### src/rtl/i2c_regport_pkg.sv
package i2c_regport_pkg;

   typedef enum logic [3:0] {
      ST_IDLE,
      ST_DEV,
      ST_DEV_ACK,
      ST_WADDR,
      ST_WADDR_ACK,
      ST_WDATA,
      ST_WDATA_ACK,
      ST_RDATA,
      ST_RACK
   } tgt_state_t;

   typedef struct packed {
      logic scl;
      logic scl_rise;
      logic scl_fall;
      logic sda;
      logic start;
      logic stop;
   } bus_evt_t;

   localparam int BYTE_W = 8;

endpackage

### src/rtl/i2c_line_sync.sv
module i2c_line_sync #(
   parameter int   STAGES  = 2,
   parameter logic RST_VAL = 1'b1
) (
   input  logic clk,
   input  logic rst_n,
   input  logic d,
   output logic q
);

   if (STAGES < 2) begin : g_bad_stages
      $error("i2c_line_sync: STAGES must be at least 2");
   end

   logic [STAGES-1:0] chain;

   always_ff @(posedge clk or negedge rst_n) begin
      if (!rst_n) chain <= {STAGES{RST_VAL}};
      else        chain <= {chain[STAGES-2:0], d};
   end

   assign q = chain[STAGES-1];

endmodule

### src/rtl/i2c_bus_events.sv
module i2c_bus_events
   import i2c_regport_pkg::*;
(
   input  logic     clk,
   input  logic     rst_n,
   input  logic     scl_s,
   input  logic     sda_s,
   output bus_evt_t ev
);

   logic scl_p, sda_p;

   always_ff @(posedge clk or negedge rst_n) begin
      if (!rst_n) begin
         scl_p <= 1'b1;
         sda_p <= 1'b1;
      end else begin
         scl_p <= scl_s;
         sda_p <= sda_s;
      end
   end

   always_comb begin
      ev.scl      = scl_s;
      ev.sda      = sda_s;
      ev.scl_rise = scl_s & ~scl_p;
      ev.scl_fall = ~scl_s & scl_p;
      ev.start    = scl_s & scl_p & sda_p & ~sda_s;
      ev.stop     = scl_s & scl_p & ~sda_p & sda_s;
   end

endmodule

### src/rtl/i2c_target_ctrl.sv
module i2c_target_ctrl
   import i2c_regport_pkg::*;
#(
   parameter logic [6:0] DEV_ADDR = 7'b0111010,
   parameter int         ADDR_W   = 8
) (
   input  logic              clk,
   input  logic              rst_n,
   input  bus_evt_t          ev,
   input  logic [BYTE_W-1:0] rd_data,
   output logic              oe,
   output logic [ADDR_W-1:0] ptr,
   output logic [BYTE_W-1:0] wdata,
   output logic              we
);

   if (ADDR_W < 1 || ADDR_W > BYTE_W) begin : g_bad_addr_w
      $error("i2c_target_ctrl: ADDR_W must lie in 1..8");
   end

   localparam logic [3:0]        BITS_LAST = 4'(BYTE_W);
   localparam logic [ADDR_W-1:0] PTR_ONE   = ADDR_W'(1);

   tgt_state_t        state;
   logic [3:0]        cnt;
   logic [BYTE_W-1:0] sh;
   logic              rd_mode;
   logic              mack;

   always_ff @(posedge clk or negedge rst_n) begin
      if (!rst_n) begin
         state   <= ST_IDLE;
         cnt     <= '0;
         sh      <= '0;
         ptr     <= '0;
         oe      <= 1'b0;
         we      <= 1'b0;
         wdata   <= '0;
         rd_mode <= 1'b0;
         mack    <= 1'b0;
      end else begin
         we <= 1'b0;
         if (we) ptr <= ptr + PTR_ONE;
         if (ev.start) begin
            state <= ST_DEV;
            cnt   <= '0;
            oe    <= 1'b0;
         end else if (ev.stop) begin
            state <= ST_IDLE;
            cnt   <= '0;
            oe    <= 1'b0;
         end else begin
            case (state)
               ST_DEV, ST_WADDR, ST_WDATA: begin
                  if (ev.scl_rise && cnt != BITS_LAST) begin
                     sh  <= {sh[BYTE_W-2:0], ev.sda};
                     cnt <= cnt + 4'd1;
                  end else if (ev.scl_fall && cnt == BITS_LAST) begin
                     cnt <= '0;
                     if (state == ST_DEV) begin
                        if (sh[7:1] == DEV_ADDR) begin
                           oe      <= 1'b1;
                           rd_mode <= sh[0];
                           state   <= ST_DEV_ACK;
                        end else begin
                           state <= ST_IDLE;
                        end
                     end else if (state == ST_WADDR) begin
                        ptr   <= sh[ADDR_W-1:0];
                        oe    <= 1'b1;
                        state <= ST_WADDR_ACK;
                     end else begin
                        wdata <= sh;
                        we    <= 1'b1;
                        oe    <= 1'b1;
                        state <= ST_WDATA_ACK;
                     end
                  end
               end
               ST_DEV_ACK: begin
                  if (ev.scl_fall) begin
                     cnt <= '0;
                     if (rd_mode) begin
                        sh    <= rd_data;
                        oe    <= ~rd_data[BYTE_W-1];
                        state <= ST_RDATA;
                     end else begin
                        oe    <= 1'b0;
                        state <= ST_WADDR;
                     end
                  end
               end
               ST_WADDR_ACK, ST_WDATA_ACK: begin
                  if (ev.scl_fall) begin
                     cnt   <= '0;
                     oe    <= 1'b0;
                     state <= ST_WDATA;
                  end
               end
               ST_RDATA: begin
                  if (ev.scl_fall) begin
                     if (cnt != 4'(BYTE_W - 1)) begin
                        sh  <= {sh[BYTE_W-2:0], 1'b0};
                        oe  <= ~sh[BYTE_W-2];
                        cnt <= cnt + 4'd1;
                     end else begin
                        oe    <= 1'b0;
                        ptr   <= ptr + PTR_ONE;
                        cnt   <= '0;
                        state <= ST_RACK;
                     end
                  end
               end
               ST_RACK: begin
                  if (ev.scl_rise) begin
                     mack <= ~ev.sda;
                  end else if (ev.scl_fall) begin
                     if (mack) begin
                        sh    <= rd_data;
                        oe    <= ~rd_data[BYTE_W-1];
                        state <= ST_RDATA;
                     end else begin
                        state <= ST_IDLE;
                     end
                  end
               end
               default: begin
                  cnt <= '0;
               end
            endcase
         end
      end
   end

   // drive level never moves while the synchronised clock stays high
   a_r10_sda_steady_scl_high: assert property (@(posedge clk) disable iff (!rst_n)
      (ev.scl && $past(ev.scl)) |-> $stable(oe));

   // the write strobe lasts one cycle
   a_r4_we_single_cycle: assert property (@(posedge clk) disable iff (!rst_n)
      we |=> !we);

   // each stored byte moves the pointer to the next location
   a_r5_ptr_steps_after_write: assert property (@(posedge clk) disable iff (!rst_n)
      we |=> (ptr == $past(ptr) + PTR_ONE));

   // the address acknowledge only follows a matching device address
   a_r3_ack_only_on_match: assert property (@(posedge clk) disable iff (!rst_n)
      (state == ST_DEV_ACK) |-> (sh[7:1] == DEV_ADDR));

   // once idle the line is released
   a_r9_idle_released: assert property (@(posedge clk) disable iff (!rst_n)
      (state == ST_IDLE) |-> !oe);

endmodule

### src/rtl/i2c_regport.sv
module i2c_regport
   import i2c_regport_pkg::*;
#(
   parameter logic [6:0] DEV_ADDR    = 7'b0111010,
   parameter int         ADDR_W      = 8,
   parameter int         SYNC_STAGES = 2
) (
   input  logic              clk,
   input  logic              rst_n,
   input  logic              scl_i,
   input  logic              sda_i,
   output logic              sda_oe,
   output logic [ADDR_W-1:0] reg_addr,
   output logic [7:0]        reg_wdata,
   output logic              reg_we,
   input  logic [7:0]        reg_rdata
);

   localparam int N_LINES = 2;

   logic [N_LINES-1:0] line_raw;
   logic [N_LINES-1:0] line_sync;
   bus_evt_t           ev;

   assign line_raw = {sda_i, scl_i};

   for (genvar g = 0; g < N_LINES; g++) begin : g_sync
      i2c_line_sync #(
         .STAGES  (SYNC_STAGES),
         .RST_VAL (1'b1)
      ) u_sync (
         .clk   (clk),
         .rst_n (rst_n),
         .d     (line_raw[g]),
         .q     (line_sync[g])
      );
   end

   i2c_bus_events u_events (
      .clk   (clk),
      .rst_n (rst_n),
      .scl_s (line_sync[0]),
      .sda_s (line_sync[1]),
      .ev    (ev)
   );

   i2c_target_ctrl #(
      .DEV_ADDR (DEV_ADDR),
      .ADDR_W   (ADDR_W)
   ) u_ctrl (
      .clk     (clk),
      .rst_n   (rst_n),
      .ev      (ev),
      .rd_data (reg_rdata),
      .oe      (sda_oe),
      .ptr     (reg_addr),
      .wdata   (reg_wdata),
      .we      (reg_we)
   );

endmodule

### config.mk
export PLATFORM = sky130hd
export DESIGN_NAME = i2c_regport
export DESIGN_NICKNAME = d
export VERILOG_FILES = /design/src/rtl/i2c_regport_pkg.sv /design/src/rtl/i2c_line_sync.sv /design/src/rtl/i2c_bus_events.sv /design/src/rtl/i2c_target_ctrl.sv /design/src/rtl/i2c_regport.sv
export SDC_FILE = /design/constraint.sdc
export NUM_CORES = 1
export LEC_CHECK = 0
export ABC_AREA = 1
export CORE_MARGIN = 2
export CORE_UTILIZATION = 43
export CTS_BUF_LIST = sky130_fd_sc_hd__clkbuf_4
export CTS_CLUSTER_SIZE = 8
export DETAILED_ROUTE_END_ITERATION = 10
export SYNTH_ARGS = -nofsm -noshare
export SYNTH_HDL_FRONTEND = slang
export SYNTH_SLANG_ARGS = --single-unit
### constraint.sdc
create_clock -name clk -period 4.7 [get_ports clk]
set_clock_uncertainty 0.2 [all_clocks]
set_input_delay 0.94 -clock clk [delete_from_list [all_inputs] [get_ports clk]]
set_output_delay 0.94 -clock clk [all_outputs]
set_load 0.01 [all_outputs]
# [Yosys cells after proc, flatten, opt, wreduce, memory -nomap -nowiden]
# Cells that the tools add are included.
[totals] out_inout_bits=18 regBits=42
[classes] n_mux=65 eq_ne=33 reduce_logical=14 bitwise_logic=18 add_sub_neg=2
[op_table] cell="$mux 8" count=17
[op_table] cell="$mux 4" count=18
[op_table] cell="$pmux 8 s4" count=1
[op_table] cell="$ne 4x3->1 const B" count=7
[op_table] cell="$mux 1" count=21
[op_table] cell="$pmux 4 s5" count=1
[op_table] cell="$eq 4x3->1 const B" count=4
[op_table] cell="$ne 4x4->1 const B" count=4
[op_table] cell="$pmux 4 s4" count=1
[op_table] cell="$pmux 8 s2" count=1
[op_table] cell="$ne 2x1->1 const B" count=7
[op_table] cell="$reduce_and 7->1" count=2
[op_table] cell="$not 1->1" count=11
[op_table] cell="$reduce_and 11->1" count=1
[op_table] cell="$reduce_and 10->1" count=1
[op_table] cell="$reduce_and 9->1" count=1
[op_table] cell="$add 8x1->8 const B" count=1
[op_table] cell="$eq 4x2->1 const B" count=2
[op_table] cell="$eq 4x4->1 const B" count=2
[op_table] cell="$reduce_and 4->1" count=2
[op_table] cell="$and 1x1->1" count=7
[op_table] cell="$eq 7x6->1 const B" count=1
[op_table] cell="$reduce_bool 7->1" count=1
[op_table] cell="$mux 3" count=2
[op_table] cell="13 further kinds" count=16

# [Depth between registers and ports, before layout]
[logic_depth] ltp_word=9 depth_mapped=13 ltp_nobuf=13

# [Modules after synthesis]
# A second synthesis with hierarchy kept.
[unflattened] cells_unflattened=415 hier_area_um2=2798.9
[by_module_without_submodules] mod="i2c_target_ctrl" cells_per_inst=396 area_per_inst_um2=2585.0 seq_area_each_um2=900.9 instances=1
[by_module_without_submodules] mod="i2c_bus_events" cells_per_inst=15 area_per_inst_um2=108.9 seq_area_each_um2=52.6 instances=1
[by_module_without_submodules] mod="i2c_line_sync" cells_per_inst=2 area_per_inst_um2=52.6 seq_area_each_um2=52.6 instances=2

# [Worst setup path before layout]
# Ideal clock, no wire load.
[synth_timing] path_kind="register to register" start="register g_sync[1].u_sync.chain[1]" end="register u_ctrl.sh[0]" slack_ns=2.893 n_path_buf=1 setup_ns=0.123 t_arrival_ns=1.483 stages_incl_launch_ff=9 required_ns=4.377 cell_sequence="dfstp_2 inv_1 nand3_1 nand2_2 a21oi_2 nand4_4 buf_6 nand2_2 o21ai_2"
[synth_via] elab_chain_cells=4
[synth_rtl] element="start, declared" line_no="i2c_line_sync.sv:15" source="logic [STAGES-1:0] chain;"
[synth_rtl] element="start signal, assigned" line_no="i2c_line_sync.sv:18" source="if (!rst_n) chain <= {STAGES{RST_VAL}};"
[synth_rtl] element="start signal, assigned" line_no="i2c_line_sync.sv:19" source="else chain <= {chain[STAGES-2:0], d};"
[synth_rtl] element="$not 1->1" line_no="i2c_bus_events.sv:28" source="ev.start = scl_s & scl_p & sda_p & ~sda_s;"
[synth_rtl] element="$and 1x1->1" line_no="i2c_bus_events.sv:28"
[synth_rtl] element="$not 1->1 (no line)"
[synth_rtl] element="$reduce_and 11->1 (no line)"
[synth_rtl] element="end signal, assigned" line_no="i2c_target_ctrl.sv:56" source="sh <= {sh[BYTE_W-2:0], ev.sda};"
[synth_rtl] element="end signal, assigned" line_no="i2c_target_ctrl.sv:84" source="sh <= rd_data;"
[synth_rtl] element="end signal, assigned" line_no="i2c_target_ctrl.sv:103" source="sh <= {sh[BYTE_W-2:0], 1'b0};"
[synth_rtl] element="end, declared" line_no="i2c_target_ctrl.sv:26" source="logic [BYTE_W-1:0] sh;"
# Several ways; a longest one is shown, not always the timed one. The select of a mux whose other input is x is not followed.
# A chain may end at the register's enable or synchronous reset.

# [Final worst setup path]
[layout_timing] start="register u_ctrl.we" end="output reg_we"
[layout_rtl] element="start, declared" line_no="i2c_target_ctrl.sv:14" source="output logic we"
[layout_rtl] element="start signal, assigned" line_no="i2c_target_ctrl.sv:37" source="we <= 1'b0;"
[layout_rtl] element="start signal, assigned" line_no="i2c_target_ctrl.sv:42" source="we <= 1'b0;"
[layout_rtl] element="start signal, assigned" line_no="i2c_target_ctrl.sv:74" source="we <= 1'b1;"
[layout_rtl] element="end, declared" line_no="i2c_regport.sv:15" source="output logic reg_we,"
# No word-level cell between the ends.

==> run_results.csv <==
group,metric,value,unit
outcome,status,"finished, final reports clean",
synthesis,yosys.cell_types.count,36,
synthesis,synth-warning-count,0,
timing,finalCriticalPeriod,2570,ps
clocking,ctsLongestPathBuffers,2,
critical_path,cp_max_fo,7,
routing,first_pass_iters,4,
timing,tns,0,ps
synthesis,synthesis.area_per_instance,7.13,sq um
global_routing,met1_usage,0.279,
synthesis,synthCells,380,
clocking,numClockSinks,42,
routing,vias,2490,
clocking,clk_pin_slew,130,ps
clocking,clk-insertion-delay-late,350,ps
synthesis,synth_nets,395,
global_routing,grt_use_met3,0.0378,
global_routing,grt_overflow,0,
timing,slew_headroom,0.376,
place,portBuffers,29,
clocking,cts_tree,"built",
pwr,pwr-share-clk,0.162,
clocking,holdBufCountCts,0,
die,die_area,6950,sq um
global_routing,use_met2,0.284,
routing,routed_wl,6.29,mm
timing,drv_slew,0,
layout,num_antenna_cells,0,
run,cap_violations,0,
pwr,p_int,0.789,mW
global_routing,grt_max_degree,43,
critical_path,cp_top_family,"buffers and inverters",
layout,syn2layout_area_growth,16.3,%
global_routing,grt_pass1_vias,2297,
layout,drive_above_1_share,0.150,
critical_path,setup.worst_path.start_class,"flip-flop",
critical_path,critPathBufInv,1,
synthesis,synth_top_area_cell,"dfrtp_1",
pwr,p_sw_frac,0.470,
critical_path,cp_data_required_time,3560,ps
clocking,clockRootBuffer,"clkbuf_4",
place,hpwlAfterDp,4.85,mm
pwr,p_per_area,472,nW/um^2
critical_path,crit_arrival,1430,ps
pwr,pwr-share-seq,0.322,
pwr,power,1.49,mW
synthesis,ys_ff_latch,42,
clocking,cts_buffers,5,
clocking,post_cts_buffers,0,
routing,wire_per_inst,12.9,um
pwr,p_leak,1.52,nW
synthesis,ys_top_cells_by_area,"dfrtp_1 (33%), nand2_1 (16%), nand3_1 (6.6%), inv_1 (6.2%), dfstp_2 (5.8%)",
timing,hold_viol,0,
global_routing,antenna_found_initial,0,
pwr,max-vdd-ir-drop,0.227,mV
critical_path,crit_path_max_incr_delay,580,ps
global_routing,grt_use_total,0.190,
die,fp.dieW,83.4,um
timing,setup_violations,0,
die,start_util,0.452,
timing,tightest_slew,936,ps
critical_path,critPathSlowestCell,"clkdlybuf4s50_1",
clocking,htree_levels,2,
die,ioPinCount,30,
critical_path,path_class,"reg -> out",
synthesis,synth-seq-area-share,0.391,
pwr,combPwrFrac,0.515,
synthesis,netlist_area,2710,sq um
routing,via_per_inst,5.09,
global_routing,busiest_layer,"met2",
routing,dr.first_iter.drc_count,114,
timing,max_clock_freq,389,MHz
die,fp.coreArea,5990,sq um
routing,drc,0,
place,gp_congestion,0.916,
hold_path,min_path_type,"reg -> reg",
global_routing,grt_pass1_wl,10.8,mm
routing,antenna_left,0,
critical_path,worstSetupEndpointType,"output pin",
critical_path,path_cells,"clkdlybuf4s50_1",
timing,timing.final.crit_share,0.547,
clocking,post_cts_resized,0,
pwr,power.switching,0.699,mW
synthesis,yosysTopAreaCellShare,0.332,
die,placementRows,28,
die,dieHeight,83.4,um
timing,rsz0062_at_grt,"false",
layout,nets,428,
Yosys cell counts:
library cell / instances
a31oi_1: 1
nand2_4: 2
clkbuf_1: 1
nand4_4: 1
xnor2_1: 1
dfrtp_1: 36
nand2_1: 113
nand3b_1: 1
o21ai_2: 8
o2111ai_1: 1
inv_4: 1
nand3_2: 2
a21oi_1: 8
dfstp_2: 6
nor2_4: 4
nor2_2: 7
o21bai_1: 1
inv_1: 45
o21ai_0: 22
nand2_2: 13
a21oi_2: 1
nor2_1: 33
a22oi_1: 2
nand3_1: 36
inv_2: 7
o22ai_1: 3
xor2_1: 4
clkinv_1: 2
buf_2: 1
o21ai_1: 6
o21a_1: 1
buf_6: 1
o22ai_4: 1
ha_1: 3
nand4_1: 3
nor3_1: 2
registers in the layout (all words and copies together), names as in the netlist:
register,count
u_events.scl_p,1
g_sync.u_sync.chain,4
u_ctrl.ptr,8
u_ctrl.cnt,4
u_ctrl.mack,1
u_ctrl.rd_mode,1
u_ctrl.wdata,8
u_ctrl.we,1
u_ctrl.oe,1
u_events.sda_p,1
u_ctrl.state,4
u_ctrl.sh,8
cell usage in the layout, fill, tap and decap left out, drive strengths merged:
cell type      synthesis  layout
o2111ai                1       1
xnor2                  1       1
o21a                   1       1
o21ai                 36      36
buf                    2       1
nand4                  4       4
nand3b                 1       1
o21bai                 1       1
o22ai                  4       4
a22oi                  2       2
clkbuf                 1       6
bufinv                 0       1
nor3                   2       2
dfstp                  6       6
ha                     3       3
nor2                  44      44
dfrtp                 36      36
nand2                128     128
xor2                   4       4
a31oi                  1       1
a21oi                  9       9
clkdlybuf4s50          0      28
nand3                 38      38
inv                   53      53
clkinvlp               0       1
clkinv                 2       2
through the flow:
stage	util	cells	area (sq um)	hold WS [ps]	worst slack, ps
6_report	0.526	489	3150	166	2130
5_1_grt	0.526	489	3150	168	2060
4_1_cts	0.526	489	3150	167	2110
3_5_place_dp	0.512	481	3070	147	2450
3_3_place_gp	0.512	481	3070	146	2470
2_1_floorplan	-	380	2710	145	2890
layout make-up:
type | instances | area [sq um]
inverters | 55 | 209
clock buffers | 6 | 45.0
multi-input cells | 280 | 1420
flip-flops and latches | 42 | 1060
clock inverters | 2 | 37.5
fillers | 597 | 2840
well taps | 75 | 93.8
repair buffers | 29 | 285
routing by layer:
| metal | wire [um] | vias to the layer above |
|---|---|---|
| li1 | - | 1283 |
| met2 | 2780 | 52 |
| met1 | 3160 | 1147 |
| met5 | 0 | - |
| met3 | 270 | 8 |
| met4 | 78 | 0 |
logic make-up after synthesis:
group,Yosys count,synth area share
simple gates,217,0.368
compound gates,55,0.127
flops,42,0.391
fa+ha+maj,3,0.0139
xor+xnor,5,0.0162
buf+inv,58,0.0845
final timing paths:
path	from	end	slack, ps	depth (start not counted)
worst min register to register	g_sync[1].u_sync.chain[0]	g_sync[1].u_sync.chain[1]	170	0
min in group asynchronous	rst_n	u_ctrl.ptr[2]	510	1
max in group asynchronous	rst_n	u_ctrl.sh[0]	3200	1
worst max-delay path	u_ctrl.we	reg_we	2130	1
worst max register to register	g_sync[0].u_sync.chain[1]	u_ctrl.state[1]	2540	9
worst min-delay path	g_sync[1].u_sync.chain[0]	g_sync[1].u_sync.chain[1]	170	0
power groups by stage:
stage | Clock (mW) | Sequential, mW | Combinational [mW]
after floorplan | 0 | 0.476 | 0.615
after global placement | 0 | 0.488 | 0.764
after CTS | 0.253 | 0.480 | 0.772
after global routing | 0.266 | 0.492 | 0.876
after detailed placement | 0 | 0.487 | 0.769
final | 0.242 | 0.480 | 0.767
Power figures use the tool's default switching activity.
